[config.mk]
export PLATFORM = sky130hd
export DESIGN_NAME = wkup_unit
export DESIGN_NICKNAME = d
export VERILOG_FILES = /design/src/rtl/wkup_pkg.sv /design/src/rtl/wkup_sync.sv /design/src/rtl/wkup_detect.sv /design/src/rtl/wkup_group.sv /design/src/rtl/wkup_unit.sv
export SDC_FILE = /design/constraint.sdc
export NUM_CORES = 2
export LEC_CHECK = 0
export CORE_UTILIZATION = 35
export CTS_CLUSTER_DIAMETER = 150
export DETAILED_ROUTE_END_ITERATION = 16
export PLACE_DENSITY_LB_ADDON = 0.08
export SLEW_MARGIN = 20
export SYNTH_ARGS = -nofsm -noshare
export SYNTH_HDL_FRONTEND = slang
export SYNTH_SLANG_ARGS = --single-unit
[constraint.sdc]
create_clock -name clk -period 2.5 [get_ports clk]
set_input_delay 0.375 -clock clk [delete_from_list [all_inputs] [get_ports clk]]
set_output_delay 0.375 -clock clk [all_outputs]
set_load 0.1 [all_outputs]
[src/rtl/wkup_pkg.sv]
package wkup_pkg;

   localparam int unsigned WK_SEL_W = 3;

   typedef enum logic [WK_SEL_W-1:0] {
      WK_MODE = 3'd0,
      WK_ANY  = 3'd1,
      WK_POL  = 3'd2,
      WK_EN   = 3'd3,
      WK_PEND = 3'd4,
      WK_CLR  = 3'd5
   } wk_sel_e;

   function automatic int unsigned idx_w(input int unsigned n);
      return (n > 1) ? $clog2(n) : 1;
   endfunction

endpackage

[src/rtl/wkup_sync.sv]
module wkup_sync #(
   parameter int unsigned W      = 1,
   parameter int unsigned STAGES = 2
) (
   input  logic         clk,
   input  logic         rst_n,
   input  logic [W-1:0] d_i,
   output logic [W-1:0] q_o
);

   if (STAGES < 2) begin : g_bad_stages
      $error("wkup_sync: STAGES must be at least 2");
   end

   logic [W-1:0] st_q [STAGES];

   always_ff @(posedge clk or negedge rst_n) begin
      if (!rst_n) begin
         for (int i = 0; i < STAGES; i++) st_q[i] <= '0;
      end else begin
         st_q[0] <= d_i;
         for (int i = 1; i < STAGES; i++) st_q[i] <= st_q[i-1];
      end
   end

   assign q_o = st_q[STAGES-1];

endmodule

[src/rtl/wkup_detect.sv]
module wkup_detect (
   input  logic clk,
   input  logic rst_n,
   input  logic s_i,
   input  logic mode_i,
   input  logic any_i,
   input  logic pol_i,
   input  logic en_i,
   output logic hit_o
);

   logic prev_q;
   logic rise, fall, edge_hit, lvl_hit;

   always_ff @(posedge clk or negedge rst_n) begin
      if (!rst_n) prev_q <= 1'b0;
      else        prev_q <= s_i;
   end

   always_comb begin
      rise     = s_i & ~prev_q;
      fall     = ~s_i & prev_q;
      edge_hit = any_i ? (rise | fall) : (pol_i ? fall : rise);
      lvl_hit  = pol_i ? ~s_i : s_i;
      hit_o    = en_i & (mode_i ? lvl_hit : edge_hit);
   end

endmodule

[src/rtl/wkup_group.sv]
module wkup_group
   import wkup_pkg::*;
#(
   parameter int unsigned BITS     = 8,
   parameter int unsigned LEVEL_EN = 1
) (
   input  logic            clk,
   input  logic            rst_n,
   input  logic [BITS-1:0] evt_s,
   input  logic            cfg_we,
   input  wk_sel_e         cfg_sel,
   input  logic [BITS-1:0] wdata,
   input  logic [BITS-1:0] clr_mask,
   output logic [BITS-1:0] mode_o,
   output logic [BITS-1:0] any_o,
   output logic [BITS-1:0] pol_o,
   output logic [BITS-1:0] en_o,
   output logic [BITS-1:0] pend_o,
   output logic [BITS-1:0] hit_o,
   output logic            irq_o
);

   logic [BITS-1:0] mode_q, any_q, pol_q, en_q, pend_q;

   if (LEVEL_EN != 0) begin : g_lvl
      always_ff @(posedge clk or negedge rst_n) begin
         if (!rst_n)                              mode_q <= '0;
         else if (cfg_we && cfg_sel == WK_MODE)   mode_q <= wdata;
      end
   end else begin : g_nolvl
      assign mode_q = '0;
   end

   always_ff @(posedge clk or negedge rst_n) begin
      if (!rst_n) begin
         any_q <= '0;
         pol_q <= '0;
         en_q  <= '0;
      end else if (cfg_we) begin
         case (cfg_sel)
            WK_ANY:  any_q <= wdata;
            WK_POL:  pol_q <= wdata;
            WK_EN:   en_q  <= wdata;
            default: ;
         endcase
      end
   end

   for (genvar b = 0; b < BITS; b++) begin : g_bit
      wkup_detect u_det (
         .clk    (clk),
         .rst_n  (rst_n),
         .s_i    (evt_s[b]),
         .mode_i (mode_q[b]),
         .any_i  (any_q[b]),
         .pol_i  (pol_q[b]),
         .en_i   (en_q[b]),
         .hit_o  (hit_o[b])
      );
   end

   // A detection in the same cycle as a clear wins.
   always_ff @(posedge clk or negedge rst_n) begin
      if (!rst_n) pend_q <= '0;
      else        pend_q <= (pend_q & ~clr_mask) | hit_o;
   end

   assign mode_o = mode_q;
   assign any_o  = any_q;
   assign pol_o  = pol_q;
   assign en_o   = en_q;
   assign pend_o = pend_q;
   assign irq_o  = |pend_q;

endmodule

[src/rtl/wkup_unit.sv]
module wkup_unit
   import wkup_pkg::*;
#(
   parameter int unsigned NUM_TABLES  = 3,
   parameter int unsigned GROUPS      = 8,
   parameter int unsigned BITS        = 8,
   parameter int unsigned SYNC_STAGES = 2,
   parameter int unsigned LEVEL_EN    = 1,
   localparam int unsigned NG  = NUM_TABLES * GROUPS,
   localparam int unsigned NIN = NG * BITS,
   localparam int unsigned TW  = idx_w(NUM_TABLES),
   localparam int unsigned GW  = idx_w(GROUPS),
   localparam int unsigned AW  = TW + GW + WK_SEL_W
) (
   input  logic            clk,
   input  logic            rst_n,
   input  logic [NIN-1:0]  evt_i,
   input  logic            reg_we,
   input  logic [AW-1:0]   reg_addr,
   input  logic [BITS-1:0] reg_wdata,
   output logic [BITS-1:0] reg_rdata,
   output logic [NG-1:0]   irq_o
);

   localparam int unsigned IW = idx_w(NG);

   if (NUM_TABLES < 1 || GROUPS < 1) begin : g_bad_shape
      $error("wkup_unit: NUM_TABLES and GROUPS must be at least 1");
   end
   if (BITS < 1 || BITS > 32) begin : g_bad_bits
      $error("wkup_unit: BITS must lie in 1..32");
   end
   if (SYNC_STAGES < 2) begin : g_bad_sync
      $error("wkup_unit: SYNC_STAGES must be at least 2");
   end

   logic [NIN-1:0] evt_s;

   wkup_sync #(.W(NIN), .STAGES(SYNC_STAGES)) u_sync (
      .clk   (clk),
      .rst_n (rst_n),
      .d_i   (evt_i),
      .q_o   (evt_s)
   );

   // address decode
   logic [TW-1:0] a_tbl;
   logic [GW-1:0] a_grp;
   wk_sel_e       a_sel;
   logic          a_valid;
   logic [IW-1:0] a_idx;

   always_comb begin
      a_tbl   = reg_addr[AW-1 -: TW];
      a_grp   = reg_addr[WK_SEL_W +: GW];
      a_sel   = wk_sel_e'(reg_addr[WK_SEL_W-1:0]);
      a_valid = (int'(a_tbl) < int'(NUM_TABLES)) && (int'(a_grp) < int'(GROUPS));
      a_idx   = IW'(int'(a_tbl) * int'(GROUPS) + int'(a_grp));
   end

   logic [BITS-1:0] mode_a [NG];
   logic [BITS-1:0] any_a  [NG];
   logic [BITS-1:0] pol_a  [NG];
   logic [BITS-1:0] en_a   [NG];
   logic [BITS-1:0] pend_a [NG];
   logic [NIN-1:0]  pend_all, en_all, clr_all, hit_all;

   for (genvar g = 0; g < NG; g++) begin : g_grp
      logic we_g;
      assign we_g = reg_we & a_valid & (a_idx == IW'(g));
      assign clr_all[g*BITS +: BITS] = (we_g && a_sel == WK_CLR) ? reg_wdata : '0;

      wkup_group #(.BITS(BITS), .LEVEL_EN(LEVEL_EN)) u_grp (
         .clk      (clk),
         .rst_n    (rst_n),
         .evt_s    (evt_s[g*BITS +: BITS]),
         .cfg_we   (we_g),
         .cfg_sel  (a_sel),
         .wdata    (reg_wdata),
         .clr_mask (clr_all[g*BITS +: BITS]),
         .mode_o   (mode_a[g]),
         .any_o    (any_a[g]),
         .pol_o    (pol_a[g]),
         .en_o     (en_a[g]),
         .pend_o   (pend_a[g]),
         .hit_o    (hit_all[g*BITS +: BITS]),
         .irq_o    (irq_o[g])
      );

      assign pend_all[g*BITS +: BITS] = pend_a[g];
      assign en_all[g*BITS +: BITS]   = en_a[g];
   end

   // read path
   always_comb begin
      reg_rdata = '0;
      if (a_valid) begin
         case (a_sel)
            WK_MODE: reg_rdata = mode_a[a_idx];
            WK_ANY:  reg_rdata = any_a[a_idx];
            WK_POL:  reg_rdata = pol_a[a_idx];
            WK_EN:   reg_rdata = en_a[a_idx];
            WK_PEND: reg_rdata = pend_a[a_idx];
            default: reg_rdata = '0;
         endcase
      end
   end

endmodule

==> out/summary.md <==
The flow ran to the end, but the final reports show violations. The checks that failed: negative setup slack. Before antenna repair, the detailed router went through 5 iterations. The adder and majority cell fraction of the synthesized area is 0.06579, and the setup slack of the most critical reg-to-reg path is 550 ps.

Part of the cycle the worst path needs: 1.520. With fillers left out, the area of the finished cells amounts to 0.09708 mm2. The area growth from synthesis to layout is 32.93%. The run gives 51780 as the via count. After the first detailed-routing iteration, the DRC count stood at 3888. The post-synthesis share of cell area spent on and, or, nand and nor gates is 0.05515. The synthesized design spends more area on one cell type than any other, namely sky130_fd_sc_hd__dfrtp_1. The end of the worst register-to-register path was g_grp[5].u_grp.pend_o[6].

Worst reg-to-reg path cell count: 6. The placed instance count came out at 9532. For this design the ratio of total power to cell area is 717.2 mW/mm2.

The run gives 0.03897 as the routing usage on met3. The tools report the number of antenna violations at the first check in global routing as 21. The worst hold path stage count was 3; the pin slew with the least headroom to its limit was 979.8 ps. Number of sinks on the clock net: 1536. For the final database, setup skew stands at 49.55 ps.

Number of enable flip-flop cells after synthesis: 0. The top-area cell type share of the netlist area is 0.5264, and the total routing usage reported by global routing is 0.2650. The master cell of the clock root buffer is sky130_fd_sc_hd__clkbuf_16. The count of final hold-check violations is 0.

The tools report the pin count of the biggest net entering global routing as 117. For this run the aggregate overflow at the end of global routing stands at 0. When the netlist entered floorplanning its net count stood at 6317. The tools report the sequential element share of the synthesized area as 0.5264.

Using the TritonRoute via totals, the vias-per-cell ratio works out to 5.135. The critical path in this run is classified as reg2out. The weighted congestion reported at the end of routability-driven placement is 0.9537. By instance count, the leading cell after synthesis is sky130_fd_sc_hd__dfrtp_1.

The post-synthesis mux area share is 0.2245. The total length of routed wires came out at 278000 um. The nature of the critical path endpoint is a primary output. The run gives 0.07303 mm2 as the cell area after synthesis. In this run the cell area measured after placement is 0.08733 mm2. Setup violations remaining at the end of the flow were counted as 11.

In the final routed layout, each cell accounts on average for 27.57 um. The tool flagged a number of max-cap violations equal to 0. The worst setup margin is -1299 ps.

The peak supply drop came out at 0.7759 mV. For the number of global-route vias before repair, the log shows 51850. Startpoint of the worst register-to-register path: u_sync.q_o[46]. The worst min-delay path startpoint is reg_wdata[4].

The compound-cell area share of the yosys netlist was 0.06843; the fraction of registers with async set/reset was 1.000. After clock tree synthesis, the clock-pin slew on the worst setup and hold paths is 60 ps. In this run the static leakage power is 46.69 nW. The type of element launching the critical path was a flip-flop. In the synthesized netlist, the cells that appear most often are 1536 x sky130_fd_sc_hd__dfrtp_1, 990 x sky130_fd_sc_hd__mux2_2, 707 x sky130_fd_sc_hd__nand2_1.

Setup repair after global routing could not meet its margin everywhere. The path with the worst hold slack has its endpoint at g_grp[4].u_grp.pend_o[4]. The core region area came out at 0.2073 mm2. Along the worst path, the maximum fanout reaches 3. For the effective utilization at floorplan, the log shows 0.3523. The clock passes through at most 3 buffers. The maximum clock rate was 263.2 MHz; the number of nets with antenna violations after detailed routing was 0.

The boundary pin count was 243. The primary flip-flop cell chosen by synthesis mapping is sky130_fd_sc_hd__dfrtp_1. The floorplan step set the die height to 458.8 um. The number of warning messages in the yosys log was 0.

The finished layout holds 10080 standard cells, fillers aside. Ranked by total cell area, the synthesized netlist is headed by sky130_fd_sc_hd__dfrtp_1 53%, sky130_fd_sc_hd__mux2_2 15%, sky130_fd_sc_hd__ha_1 6.6%, sky130_fd_sc_hd__mux4_2 5.3%, sky130_fd_sc_hd__nand2_1 3.6%. Met1 usage: 0.4029.

The DRC violation count after routing was 0; the number of port buffers was 242. At the worst endpoint, the required time is 2120 ps. Synthesized instance count: 5722.

The run gives 167 as the number of cell rows. The tools report the overall die area as 0.2105 mm2. The worst-case headroom to the max-slew limit was 0.3468. The main combinational cell family by area after synthesis was multiplexers. Counting distinct cell types in the post-synthesis netlist gives 66. The run gives 0.3871 as the met2 layer usage reported by global route. After layout, the minimum clock period comes to 3799 ps.

The logs give 4 for the H-tree level count and 0 for the total count of max-transition violations in the final report. The register bit count reported by yosys is 1536. The layout cell share with drive strength beyond 1 came out at 0.3788. Global routing's busiest layer: met1. The number of clock buffers added by TritonCTS is 179. Die boundary width: 458.8 um.

Detailed placement ended at an HPWL of 210900 um. The global-route wire length before repair was 396400 um. The number of nets in the finished design is 7727. At the later pin of the worst-skew pair, clock insertion delay measures 860 ps. The xor/xnor cell area share of the yosys netlist was 0.02303. Data on the critical path arrives at its endpoint at 3420 ps.

The worst hold path belongs to the class in2reg. TritonCTS built the clock tree. The average cell area after synthesis was 12.76 um2.
[worst max-delay path, cell delays in order (launching register included)]
cell and delay (ps):
sky130_fd_sc_hd__dfrtp_1 520, sky130_fd_sc_hd__mux4_2 510, sky130_fd_sc_hd__mux2i_1 160, sky130_fd_sc_hd__buf_4 150, sky130_fd_sc_hd__o21ai_0 160, sky130_fd_sc_hd__a22oi_2 230
sky130_fd_sc_hd__o211ai_1 390, sky130_fd_sc_hd__clkbuf_16 300, sky130_fd_sc_hd__buf_12 160
[power by group]
part	switching (mW)	internal (mW)	total [mW]
registers	2.76	26.9	29.7
logic	6.03	5.72	11.7
clock network	11.5	16.7	28.2
total	20.2	49.4	69.6
[how the worst max path moves through the flow]
stage	depth (start not counted)	endpoint	slack (ps)	start
floorplan	8	reg_rdata[2]	-780	reg_addr[3]
global placement	10	reg_rdata[1]	-1150	reg_addr[3]
detailed placement	10	reg_rdata[1]	-1160	reg_addr[3]
CTS	7	reg_rdata[4]	-1400	g_grp[0].u_grp.en_o[4]
global route	8	reg_rdata[4]	-1380	g_grp[3].u_grp.mode_o[4]
finish	8	reg_rdata[4]	-1300	g_grp[23].u_grp.any_o[4]
[layout make-up]
class                   instances  area, um2
well taps                    2788       3488
repair buffers               1474      14380
diodes                         14      35.03
flip-flops and latches       1536      38470
inverters                     387       1453
clock inverters                82       1160
fillers                     18710     110200
clock buffers                 248       5243
multi-input cells            3554      32850
[sequential cells by signal, indices dropped and copies added, names as in the netlist]
| name | count |
|---|---|
| g_grp.u_grp.g_bit.u_det.prev_q | 192 |
| g_grp.u_grp.pend_o | 192 |
| g_grp.u_grp.mode_o | 192 |
| g_grp.u_grp.any_o | 192 |
| g_grp.u_grp.en_o | 192 |
| u_sync.q_o | 192 |
| u_sync.st_q | 192 |
| g_grp.u_grp.pol_o | 192 |
[per-stage QoR]
stage,util,TNS [ps],total power [mW],hold WS (ps),setup WS [ps]
after floorplan,-,-4629,33.90,79.41,-781.5
final,0.4683,-8986,69.62,71.25,-1299
after global placement,0.4213,-101520,39.99,309.5,-1153
after global routing,0.4682,-9639,72.27,56.45,-1379
after detailed placement,0.4213,-95810,40.07,307.8,-1162
after CTS,0.4669,-9654,70.13,21.49,-1397
[layer usage]
metal,wire (um),up-vias,share of wire
li1,-,23040,-
met1,134900,27030,0.49
met2,119600,1381,0.43
met3,15170,318,0.055
met4,8263,8,0.030
met5,58,-,0.00021
[logic make-up after synthesis]
group	after synthesis
adder cells (fa/ha/maj)	384
buffers and inverters	632
multiplexers	1297
XOR/XNOR	192
AND/OR/NAND/NOR	921
AO/OA/AOI/OAI	760
flip-flops	1536
[cells in the final DEF (no fill, tap or decap), drive strengths merged, types with 196 or more instances in the layout]
| cell | Yosys | routed |
|---|---|---|
| clkbuf | 115 | 249 |
| a22o | 211 | 211 |
| o21ai | 403 | 403 |
| mux2 | 995 | 995 |
| buf | 130 | 1082 |
| clkdlybuf4s50 | 0 | 196 |
| nand2 | 708 | 708 |
| inv | 387 | 394 |
| ha | 384 | 384 |
| dfrtp | 1536 | 1536 |
[timing repair]
action	CTS	global route
setup endpoints to repair	32	24
hold buffers	195	0
setup buffers	7	10
pin swaps	52	34
gates resized for setup	214	52
endpoints found under the hold margin	933	0
Note: power is estimated with default switching activity, not from simulation.
